**config.mk**
```make
export PLATFORM = sky130hd
export DESIGN_NAME = spi_slave_rx
export DESIGN_NICKNAME = d
export VERILOG_FILES = /design/src/rtl/spi_slave_rx.sv
export SDC_FILE = /design/constraint.sdc
export NUM_CORES = 1
export LEC_CHECK = 0
export ABC_AREA = 1
export BUFFER_PORTS_ARGS = -buffer_cell sky130_fd_sc_hd__buf_2
export CAP_MARGIN = 20
export CORE_MARGIN = 5
export CORE_UTILIZATION = 55
export CTS_CLUSTER_DIAMETER = 200
export CTS_CLUSTER_SIZE = 14
export DETAILED_ROUTE_END_ITERATION = 16
export GPL_TIMING_DRIVEN = 0
export PLACE_DENSITY = 0.84
export SLEW_MARGIN = 20
export SYNTH_ARGS = -nofsm -noshare
export SYNTH_HDL_FRONTEND = slang
export SYNTH_SLANG_ARGS = --single-unit
```
**constraint.sdc**
```tcl
create_clock -name clk -period 4.45 [get_ports clk]
set_input_delay 0.2225 -clock clk [delete_from_list [all_inputs] [get_ports clk]]
set_output_delay 0.2225 -clock clk [all_outputs]
set_load 0.1 [all_outputs]
```
**src/rtl/spi_slave_rx.sv**
```systemverilog
module spi_slave_rx #(
  parameter int DEPTH = 4
) (
  input  logic        clk,
  input  logic        rst_n,
  input  logic        sclk_pin,
  input  logic        ss_pin,
  input  logic        mosi_pin,
  input  logic        ss_pol,
  input  logic [4:0]  width_code,
  input  logic        rd_en,
  output logic [31:0] rd_data,
  output logic        rx_empty,
  output logic        rx_full,
  output logic        ovr_flag,
  output logic        bce_flag,
  input  logic        clr_ovr,
  input  logic        clr_bce
);
  localparam int AW = $clog2(DEPTH);
  localparam int LW = AW + 1;

  logic [2:0]    sclk_q;
  logic [1:0]    ss_q;
  logic [1:0]    mosi_q;
  logic          ss_act_q;
  logic [31:0]   shift;
  logic [5:0]    bit_cnt;
  logic [31:0]   mem [DEPTH];
  logic [LW-1:0] wr_ptr, rd_ptr;

  wire        ss_act    = (ss_q[1] == ss_pol);
  wire        ss_end    = ss_act_q & ~ss_act;
  wire        bit_take  = sclk_q[1] & ~sclk_q[2] & ss_act;
  wire [31:0] shift_nx  = {shift[30:0], mosi_q[1]};

  logic [5:0] eff_w;
  always_comb begin
    if (width_code == 5'd0)      eff_w = 6'd32;
    else if (width_code < 5'd8)  eff_w = 6'd8;
    else                         eff_w = {1'b0, width_code};
  end

  wire [31:0]   word_mask = (eff_w == 6'd32) ? 32'hFFFF_FFFF : ((32'd1 << eff_w) - 32'd1);
  wire          word_done = bit_take && (({1'b0, bit_cnt} + 7'd1) >= {1'b0, eff_w});
  wire [LW-1:0] level     = wr_ptr - rd_ptr;

  assign rx_full  = (level == LW'(DEPTH));
  assign rx_empty = (level == '0);

  wire push = word_done & ~rx_full;
  wire pop  = rd_en & ~rx_empty;

  always_ff @(posedge clk or negedge rst_n) begin
    if (!rst_n) begin
      sclk_q   <= '0;
      ss_q     <= '0;
      mosi_q   <= '0;
      ss_act_q <= 1'b0;
    end else begin
      sclk_q   <= {sclk_q[1:0], sclk_pin};
      ss_q     <= {ss_q[0], ss_pin};
      mosi_q   <= {mosi_q[0], mosi_pin};
      ss_act_q <= ss_act;
    end
  end

  always_ff @(posedge clk or negedge rst_n) begin
    if (!rst_n) begin
      shift   <= '0;
      bit_cnt <= '0;
    end else if (ss_end) begin
      bit_cnt <= '0;
    end else if (bit_take) begin
      shift   <= shift_nx;
      bit_cnt <= word_done ? 6'd0 : bit_cnt + 6'd1;
    end
  end

  always_ff @(posedge clk) begin
    if (push) mem[wr_ptr[AW-1:0]] <= shift_nx & word_mask;
  end

  always_ff @(posedge clk or negedge rst_n) begin
    if (!rst_n) begin
      wr_ptr  <= '0;
      rd_ptr  <= '0;
      rd_data <= '0;
    end else begin
      if (push) wr_ptr <= wr_ptr + 1'b1;
      if (pop) begin
        rd_ptr  <= rd_ptr + 1'b1;
        rd_data <= mem[rd_ptr[AW-1:0]];
      end
    end
  end

  always_ff @(posedge clk or negedge rst_n) begin
    if (!rst_n) begin
      ovr_flag <= 1'b0;
      bce_flag <= 1'b0;
    end else begin
      if (word_done && rx_full) ovr_flag <= 1'b1;
      else if (clr_ovr)         ovr_flag <= 1'b0;
      if (ss_end && bit_cnt != 6'd0) bce_flag <= 1'b1;
      else if (clr_bce)              bce_flag <= 1'b0;
    end
  end
endmodule


```
# After elaboration in Yosys (flattened, before gate mapping)
# Memory sizes are Yosys's and may differ from the RTL's. A register that Yosys moved wholly into a read port is not among the register bits.
# Cells that the tools add are included.
[word_totals] ff_bits=53 memories=1 elab_cells=57 ramBits=128 out_inout_bits=36
[mem_list] memory="mem" words=4 word_bits=32 read_ports=1 rd_clocked_by_memory_dff=1 wr=1 line_no="29" text="logic [31:0] mem [DEPTH];"
[classes] n_shift=1 muxes=12 n_reduce_logical=11 order_cmp=2 bitwise=11 add_sub_neg=6 eq_ne=3
[op_table] cell="32-bit AND" count=1
[op_table] cell="32-bit 2-to-1 mux" count=1
[op_table] cell="1-bit by 6-bit << shifter with 32-bit output, first input constant" count=1
[op_table] cell="32-bit by 1-bit subtractor with 32-bit output, second input constant" count=1
[op_table] cell="6-bit 2-to-1 mux" count=4
[op_table] cell="6-bit by 1-bit adder with 7-bit output, second input constant" count=1
[op_table] cell="7-bit by 6-bit greater-or-equal comparator with 1-bit output" count=1
[op_table] cell="3-bit by 1-bit adder with 3-bit output, second input constant" count=2
[op_table] cell="6-bit by 1-bit adder with 6-bit output, second input constant" count=1
[op_table] cell="6-bit equality test, second input constant" count=1
[op_table] cell="1-bit 2-to-1 mux" count=6
[op_table] cell="2-bit nonzero test" count=3
[op_table] cell="6-bit nonzero test" count=1
[op_table] cell="1-bit AND" count=5
[op_table] cell="5-bit logical NOT" count=1
[op_table] cell="5-bit by 4-bit less-than comparator with 1-bit output, second input constant" count=1
[op_table] cell="5-bit 2-to-1 mux" count=1
[op_table] cell="1-bit NOT" count=5
[op_table] cell="3-bit equality test, second input constant" count=1
[op_table] cell="1-bit logical AND" count=3
[op_table] cell="3-bit logical NOT" count=1
[op_table] cell="3-bit subtractor" count=1
[op_table] cell="2-bit AND reduction" count=1
[op_table] cell="1-bit equality test" count=1
[op_table] cell="1-bit logical NOT" count=1

# Depth between registers and ports, before layout
# Gate-level depths: netlist of run 1.
[depth] ltp_word=8 depth_mapped=14 mapped_depth_nobuf=12

# Worst setup path before layout of run 1
# OpenSTA, ideal clock, no wires.
[synth_path] path_kind="input port to flip-flop" startpoint="input width_code[1]" endpoint="memory mem[0][0], enable pin" n_path_buf=2 slack_ns=0.715 t_required_ns=4.029 t_arrival_ns=3.313 path_stages=13 cell_sequence="buf_4 > nor2_2 > nand2_2 > nor2_2 > inv_1 > buf_2 > ha_1 > inv_1 > a21oi_1 > nand4_1 > nand3b_1 > nand3_1 > nor2_1"
[synth_via] elab_chain_len=8
[synth_rtl] element="start, declared" line_no="10" text="input logic [4:0] width_code,"
[synth_rtl] element="5-bit by 4-bit less-than comparator with 1-bit output" line_no="40" text="else if (width_code < 5'd8) eff_w = 6'd8;"
[synth_rtl] element="5-bit 2-to-1 mux" line_no="40"
[synth_rtl] element="6-bit 2-to-1 mux (*)" line_no="39" text="if (width_code == 5'd0) eff_w = 6'd32;"
[synth_rtl] element="7-bit by 6-bit greater-or-equal comparator with 1-bit output (*)" line_no="45" text="wire word_done = bit_take && (({1'b0, bit_cnt} + 7'd1) >= {1'b0, eff_w});"
[synth_rtl] element="1-bit logical AND (*)" line_no="45"
[synth_rtl] element="1-bit AND (*)" line_no="51" text="wire push = word_done & ~rx_full;"
[synth_rtl] element="1-bit 2-to-1 mux (*)" line_no="81" text="if (push) mem[wr_ptr[AW-1:0]] <= shift_nx & word_mask;"
[synth_rtl] element="1-bit 2-to-1 mux (not written as such) (*)" line_no="81"
[synth_rtl] element="end, declared" line_no="29"
# Every way passes the cells marked *; elsewhere a longest branch is shown, timed or not.

# Worst setup path after layout of run 1
[layout_path] startpoint="register rd_ptr[1]" endpoint="memory mem[3][10], enable pin"
[layout_via] elab_chain_len=6
[layout_rtl] element="start, declared" line_no="30" text="logic [LW-1:0] wr_ptr, rd_ptr;"
[layout_rtl] element="start signal, assigned" line_no="92" text="rd_ptr <= rd_ptr + 1'b1;"
[layout_rtl] element="3-bit subtractor" line_no="46" text="wire [LW-1:0] level = wr_ptr - rd_ptr;"
[layout_rtl] element="3-bit equality test" line_no="48" text="assign rx_full = (level == LW'(DEPTH));"
[layout_rtl] element="1-bit NOT" line_no="51"
[layout_rtl] element="1-bit AND" line_no="51"
[layout_rtl] element="1-bit 2-to-1 mux" line_no="81"
[layout_rtl] element="1-bit 2-to-1 mux (not written as such)" line_no="81"
# Every way passes these cells.

==> results of run 1 <==
==> area by class of cell <==
| type | instances | area share |
|---|---|---|
| plain buffers | 49 | 0.02285 |
| clock inverters | 1 | 0.001555 |
| well taps | 220 | 0.02632 |
| repair buffers | 58 | 0.04140 |
| clock buffers | 32 | 0.05013 |
| multi-input cells | 540 | 0.2617 |
| inverters | 70 | 0.02513 |
| flip-flops and latches | 213 | 0.5710 |
==> cell usage after synthesis, types with 16 or more instances <==
cell      instances  share of area
a21oi_1          17         0.0093
nor2_1          105          0.043
nand4_1          21          0.014
dfrtp_1          85           0.23
ha_1             16          0.022
inv_1            65          0.027
nand2_1         138          0.056
edfxtp_1        128           0.42
clkbuf_1         24         0.0098
o22ai_1          33          0.023
nand3_1          47          0.026
o21ai_0         110          0.060
==> repair_timing <==
| action | 4_1_cts | 5_1_grt |
|---|---|---|
| endpoints found under the hold margin | 37 | 0 |
| hold buffers | 7 | 0 |
| setup buffers | 0 | 0 |
==> worst paths after layout <==
path | from | to | slack, ns | cells past startpoint
max | rd_ptr[1] | mem[3][10] | 0.84 | 11
min | rst_n | rd_data[8] | 0.23 | 2
max reg2reg | rd_ptr[1] | mem[3][10] | 0.84 | 11
min reg2reg | ss_q[0] | ss_q[1] | 0.35 | 0
max in group asynchronous | rst_n | bit_cnt[0] | 3.60 | 3
min in group clk | rd_en | rd_data[26] | 0.27 | 3
==> kinds of logic (layout without fill, tap and decap cells) <==
| kind of cell | count (synthesis) | after routing | synth area share |
|---|---|---|---|
| AOI/OAI and AO/OA | 170 | 170 | 0.09914 |
| DFF | 213 | 213 | 0.6508 |
| buffers and inverters | 119 | 210 | 0.05468 |
| adders and majority gates | 16 | 16 | 0.02182 |
| and+or+nand+nor | 341 | 341 | 0.1627 |
| xor gates and xnor gates | 11 | 11 | 0.01050 |
| other | 1 | 2 | 0.0004087 |
==> metrics by stage <==
| step | cell area [um2] | setup slack, ns | hold WS [ns] | util |
|---|---|---|---|---|
| 3_3_place_gp | 9684 | -0.8049 | 0.3323 | 0.5881 |
| 4_1_cts | 10460 | 0.8854 | 0.2412 | 0.6351 |
| 6_report | 10460 | 0.8355 | 0.2314 | 0.6351 |
| 3_5_place_dp | 9847 | 0.5899 | 0.1952 | 0.5980 |
| 2_1_floorplan | 9179 | 0.7154 | -0.07309 | - |
| 5_1_grt | 10460 | 0.6442 | 0.2627 | 0.6351 |
==> flip-flops by register name, summed over array words and instances (netlist names) <==
name / cells
bce_flag: 1
bit_cnt: 6
mem: 128
mosi_q: 2
ovr_flag: 1
rd_data: 32
rd_ptr: 3
sclk_q: 3
shift: 31
ss_act_q: 1
ss_q: 2
wr_ptr: 3
==> critical path, cell delays in order, from the launching register on <==
cell      delay [ns]
dfrtp_1         0.47
inv_1           0.24
clkbuf_1        0.42
ha_1            0.35
inv_1           0.06
nor2_1          0.03
nor2_1          0.12
xnor2_1         0.10
nand3_1         0.20
nand3_1         0.43
nor2_4          0.66
buf_16          0.23
==> routing by layer <==
layer  vias up  routed length, um  part of all wire  track usage
li1       3140                  -                 -            -
met1      3245               8220              0.40       0.2755
met5         -                  0                 0            0
met4         0                651             0.032      0.08342
met2       293              10060              0.49       0.3503
met3        51               1571             0.077      0.03310
==> placed cells by master (no fill, tap or decap), types with 2 or more instances in the layout <==
master / Yosys / routed
nand3_1: 47 / 47
nor2_4: 2 / 6
o211ai_1: 2 / 2
nand2_4: 2 / 2
a21oi_1: 17 / 17
xnor2_1: 4 / 4
nand3b_1: 3 / 3
nand2_2: 4 / 4
nor2_1: 105 / 101
or2_0: 2 / 2
inv_1: 65 / 65
nand4_1: 21 / 21
ha_1: 16 / 16
conb_1: 1 / 2
edfxtp_1: 128 / 128
o21ai_0: 110 / 110
nor3_1: 7 / 7
dfrtp_1: 85 / 85
xor2_1: 7 / 7
a31oi_1: 4 / 4
clkbuf_16: 0 / 19
nand2_1: 138 / 138
o22ai_1: 33 / 33
o21ai_1: 3 / 3
nor2_2: 4 / 4
buf_1: 5 / 5
dlygate4sd3_1: 0 / 7
inv_2: 5 / 5
buf_16: 0 / 4
buf_2: 11 / 56
clkbuf_1: 24 / 37
buf_6: 2 / 2
buf_4: 7 / 8
==> power groups by stage <==
stage | clock [mW] | combinational [mW] | sequential (mW)
final | 1.48 | 2.94 | 2.57
after global routing | 1.58 | 3.14 | 2.60
after CTS | 1.49 | 2.93 | 2.57
after detailed placement | 0 | 2.90 | 2.60
after global placement | 0 | 2.83 | 2.59
after floorplan | 0 | 1.22 | 3.63
==> impl_metrics.env, run 1 <==
export IMPL_drive_gt1_frac=0.1205
export IMPL_grt_first_pass_wirelength_um=32710
export IMPL_cp_end_kind="flip-flop"
export IMPL_seq_area_um2=5971
export IMPL_first_pass_iters=5
export IMPL_htreeDepth=1
export IMPL_wl_per_cell_um=17.33
export IMPL_p_int_mw=3.840
export IMPL_max_cap_viol_count=0
export IMPL_nNetsFinal=981
export IMPL_drc=0
export IMPL_initial_core_util=0.5572
export IMPL_crit_fanout=18
export IMPL_worst_pin_slew_ns=0.6640
export IMPL_numCtsBuffers=19
export IMPL_postSynthAreaPerCell_um2=10.53
export IMPL_power_density_nw_per_um2=667.5
export IMPL_power_frac_comb=0.421
export IMPL_area_delta_synth_final_pct=13.98
export IMPL_fp_dieH_um=139.2
export IMPL_synth_edff_count=128
export IMPL_clock_skew_ns=0.01601
export IMPL_dp_cells=1143
export IMPL_netlist_area_um2=9175
export IMPL_final_cells=1183
export IMPL_ctsResizeCount=0
export IMPL_rsz0062_at_grt="no"
export IMPL_hold_class="primary input to asynchronous set/reset pin"
export IMPL_ys_ff_latch=213
export IMPL_die_w_um=139.2
export IMPL_first_global_vias=6475
export IMPL_status="completed"
export IMPL_cts_tree="yes"
export IMPL_startpoint_type="flip-flop"
export IMPL_max_slew_margin=0.5533
export IMPL_dp_hpwl_um=13830
export IMPL_grt_max_degree=55
export IMPL_gp_congestion=0.9260
export IMPL_crit_required_ns=4.64
export IMPL_io_buffers=46
export IMPL_ir_worst_vdd_mv=0.5043
export IMPL_insertedDiodeCount=0
export IMPL_netSwitchingPower_mw=3.141
export IMPL_tns_ns=0
export IMPL_finalPower_mw=6.981
export IMPL_arrival_ns=3.81
export IMPL_vias=6729
export IMPL_slew_violations=0
export IMPL_async_reset_ff_frac=0.3991
export IMPL_clk_latency_ns=0.48
export IMPL_leakage_nw=4.383
export IMPL_max_freq_mhz=276.7
export IMPL_clock_path_buffers=3
export IMPL_drtIter0Drc=633
export IMPL_ys_seq_area_frac=0.6508
export IMPL_period_share=0.8123
export IMPL_syn_inst=871
export IMPL_die_area_um2=19370
export IMPL_ioPinCount=50
export IMPL_ys_types=37
export IMPL_synth_warnings=0
export IMPL_seq_power_share=0.368
export IMPL_setup_violations=0
export IMPL_switching_share=0.4499
export IMPL_grtUsageTotal=0.2091
export IMPL_fillCellCount=1240
export IMPL_synth_ff_type="edfxtp_1"
export IMPL_wl_um=20500
export IMPL_path_clk_slew_ns=0.06
export IMPL_antenna_found_initial=0
export IMPL_clkSinkCount=213
export IMPL_core_um2=16470
export IMPL_vias_per_cell=5.688
export IMPL_row_count=47
export IMPL_clockPowerShare=0.212
export IMPL_multi_input_area_um2=2736
export IMPL_cts_root_buf="clkbuf_16"
export IMPL_crit_type="flip-flop to flip-flop"
export IMPL_finalCriticalPeriod_ns=3.615
export IMPL_hold_viol=0
export IMPL_ant_nets=0
export IMPL_gr_total_overflow=0
No activity file was read; power rests on OpenSTA's default activity.
==> inputs of run 2 (changes only) <==
clock period = 3.7 ns   (was 4.45 ns; I/O delays follow)
==> run 2 against run 1 <==
  * Routed wire length rose by 1.3%
  * Highest routed layer unchanged
  * Largest cell class unchanged
  * Design area rose by 0.91%
  * Power rose by 21%
  * Clock skew fell by 0.0026 ns
  * Global-route usage did not move
  * Via count rose by 0.46%
  * Critical path depth rose by 1
  * Clock power rose by 20%
  * Die area did not move
  * Critical endpoint is now rx_empty
  * Combinational power rose by 21%
  * Register-to-register slack got worse by 0.55 ns
==> impl_metrics.env, run 2 (synthesis gave the netlist of run 1 again) <==
export IMPL_max_slew_margin=0.5390
export IMPL_grt_max_degree=55
export IMPL_vias_per_cell=5.685
export IMPL_crit_required_ns=3.51
export IMPL_path_buf_inv=7
export IMPL_hold_ws_ns=0.1930
export IMPL_max_freq_mhz=290.8
export IMPL_drtIter0Drc=666
export IMPL_fin_area_um2=10550
export IMPL_dp_cells=1143
export IMPL_crit_path_frequent_cell="inv_1"
export IMPL_cts_tree="yes"
export IMPL_wl_per_cell_um=17.47
export IMPL_clk_latency_ns=0.48
export IMPL_pre_cts_ws_ns=-0.1226
export IMPL_leakage_nw=4.425
export IMPL_hold_class="primary input to asynchronous set/reset pin"
export IMPL_initial_core_util=0.5572
export IMPL_status="completed"
export IMPL_first_global_vias=6475
export IMPL_area_delta_synth_final_pct=15.01
export IMPL_final_cells=1189
export IMPL_ir_worst_vdd_mv=0.6062
export IMPL_hold_viol=0
export IMPL_setup_violations=0
export IMPL_drc=0
export IMPL_cp_end_kind="output pin"
export IMPL_core_um2=16470
export IMPL_first_pass_iters=8
export IMPL_finalPower_mw=8.415
export IMPL_rsz0062_at_grt="no"
export IMPL_path_clk_slew_ns=0.06
export IMPL_fillCellCount=1222
export IMPL_path_cells="inv_1 > clkbuf_1 > ha_1 > inv_1 > nor2_1 > nor2_1 > xnor2_1 > or2_1 > buf_6 > buf_2 > inv_1 > buf_2"
export IMPL_place_area_um2=9847
export IMPL_critPathMaxStageDelay_ns=0.45
export IMPL_tns_ns=0
export IMPL_htreeDepth=1
export IMPL_die_area_um2=19370
export IMPL_fin_ws_ns=0.2614
export IMPL_ant_nets=0
export IMPL_ioPinCount=50
export IMPL_crit_type="flip-flop to output pin"
export IMPL_crit_fanout=10
export IMPL_critPathTopFamily="buffers and inverters"
export IMPL_slowest_stage="dfrtp_1"
export IMPL_max_cap_viol_count=0
export IMPL_io_buffers=46
export IMPL_drive_gt1_frac=0.1259
export IMPL_clock_skew_ns=0.01344
export IMPL_final_core_util=0.6409
export IMPL_row_count=47
export IMPL_layout_common_cells="nand2_1 (138), edfxtp_1 (128), o21ai_0 (110)"
export IMPL_insertedDiodeCount=0
export IMPL_gp_congestion=0.9260
export IMPL_final_common_cell="nand2_1"
export IMPL_wl_um=20770
export IMPL_grt_first_pass_wirelength_um=32710
export IMPL_fp_dieH_um=139.2
export IMPL_period_share=0.9294
export IMPL_largest_register_ffs=128
export IMPL_seq_area_um2=5971
export IMPL_vias=6760
export IMPL_met2_usage=0.3503
export IMPL_finalCriticalPeriod_ns=3.439
export IMPL_multi_input_area_um2=2736
export IMPL_arrival_ns=3.25
export IMPL_top_usage_layer="met2"
export IMPL_cts_root_buf="clkbuf_16"
export IMPL_clock_path_buffers=3
export IMPL_power_density_nw_per_um2=797.4
export IMPL_gr_usage_met3=0.03310
export IMPL_nNetsFinal=987
export IMPL_ctsResizeCount=0
export IMPL_clkSinkCount=213
export IMPL_dp_hpwl_um=13830
export IMPL_antenna_found_initial=0
export IMPL_die_w_um=139.2
export IMPL_grtUsageTotal=0.2091
export IMPL_grtUsageMet1=0.2755
export IMPL_slew_violations=0
export IMPL_numCtsBuffers=19
export IMPL_startpoint_type="flip-flop"
export IMPL_gr_total_overflow=0
export IMPL_worst_pin_slew_ns=0.6851
## run 2: cell count changes in the layout (fill, tap and decap cells not counted)
cell    change
buf_12      +4
buf_4       +2
## run 2: layout make-up
| cell class | count | area share |
|---|---|---|
| sequential | 213 | 0.5658 |
| multi-input combinational | 540 | 0.2593 |
| timing repair buffer | 64 | 0.05004 |
| clock buffer | 32 | 0.04968 |
| tap | 220 | 0.02608 |
| inverter | 70 | 0.02490 |
| buffer | 49 | 0.02265 |
| clock inverter | 1 | 0.001541 |
## run 2: power breakdown
group / switching (mW) / leakage, nW / internal [mW]
combinational: 2.79 / 1.91 / 0.758
clock: 0.812 / 0.256 / 0.969
sequential: 0.193 / 2.26 / 2.89
## run 2: timing repair
item | in CTS | in global routing
hold buffers | 7 | 0
buffers inserted | 0 | 6
endpoints found under the setup margin | 0 | 51
hold endpoints to repair | 37 | 0
## run 2: final timing paths
kind / end / slack [ns] / cells after the start / startpoint
hold / removal: rd_data[8] / 0.19 / 2 / rst_n
max in group asynchronous: wr_ptr[1] / 2.89 / 3 / rst_n
min in group clk: rd_data[26] / 0.23 / 3 / rd_en
hold reg to reg: ss_q[1] / 0.35 / 0 / ss_q[0]
setup reg to reg: mem[1][5] / 0.29 / 11 / rd_ptr[1]
setup / recovery: rx_empty / 0.26 / 12 / rd_ptr[1]
## run 2: layer usage
metal | wire [um] | vias up
met5 | 0 | -
met4 | 649 | 0
met3 | 1715 | 54
met2 | 10170 | 324
met1 | 8240 | 3231
li1 | - | 3151
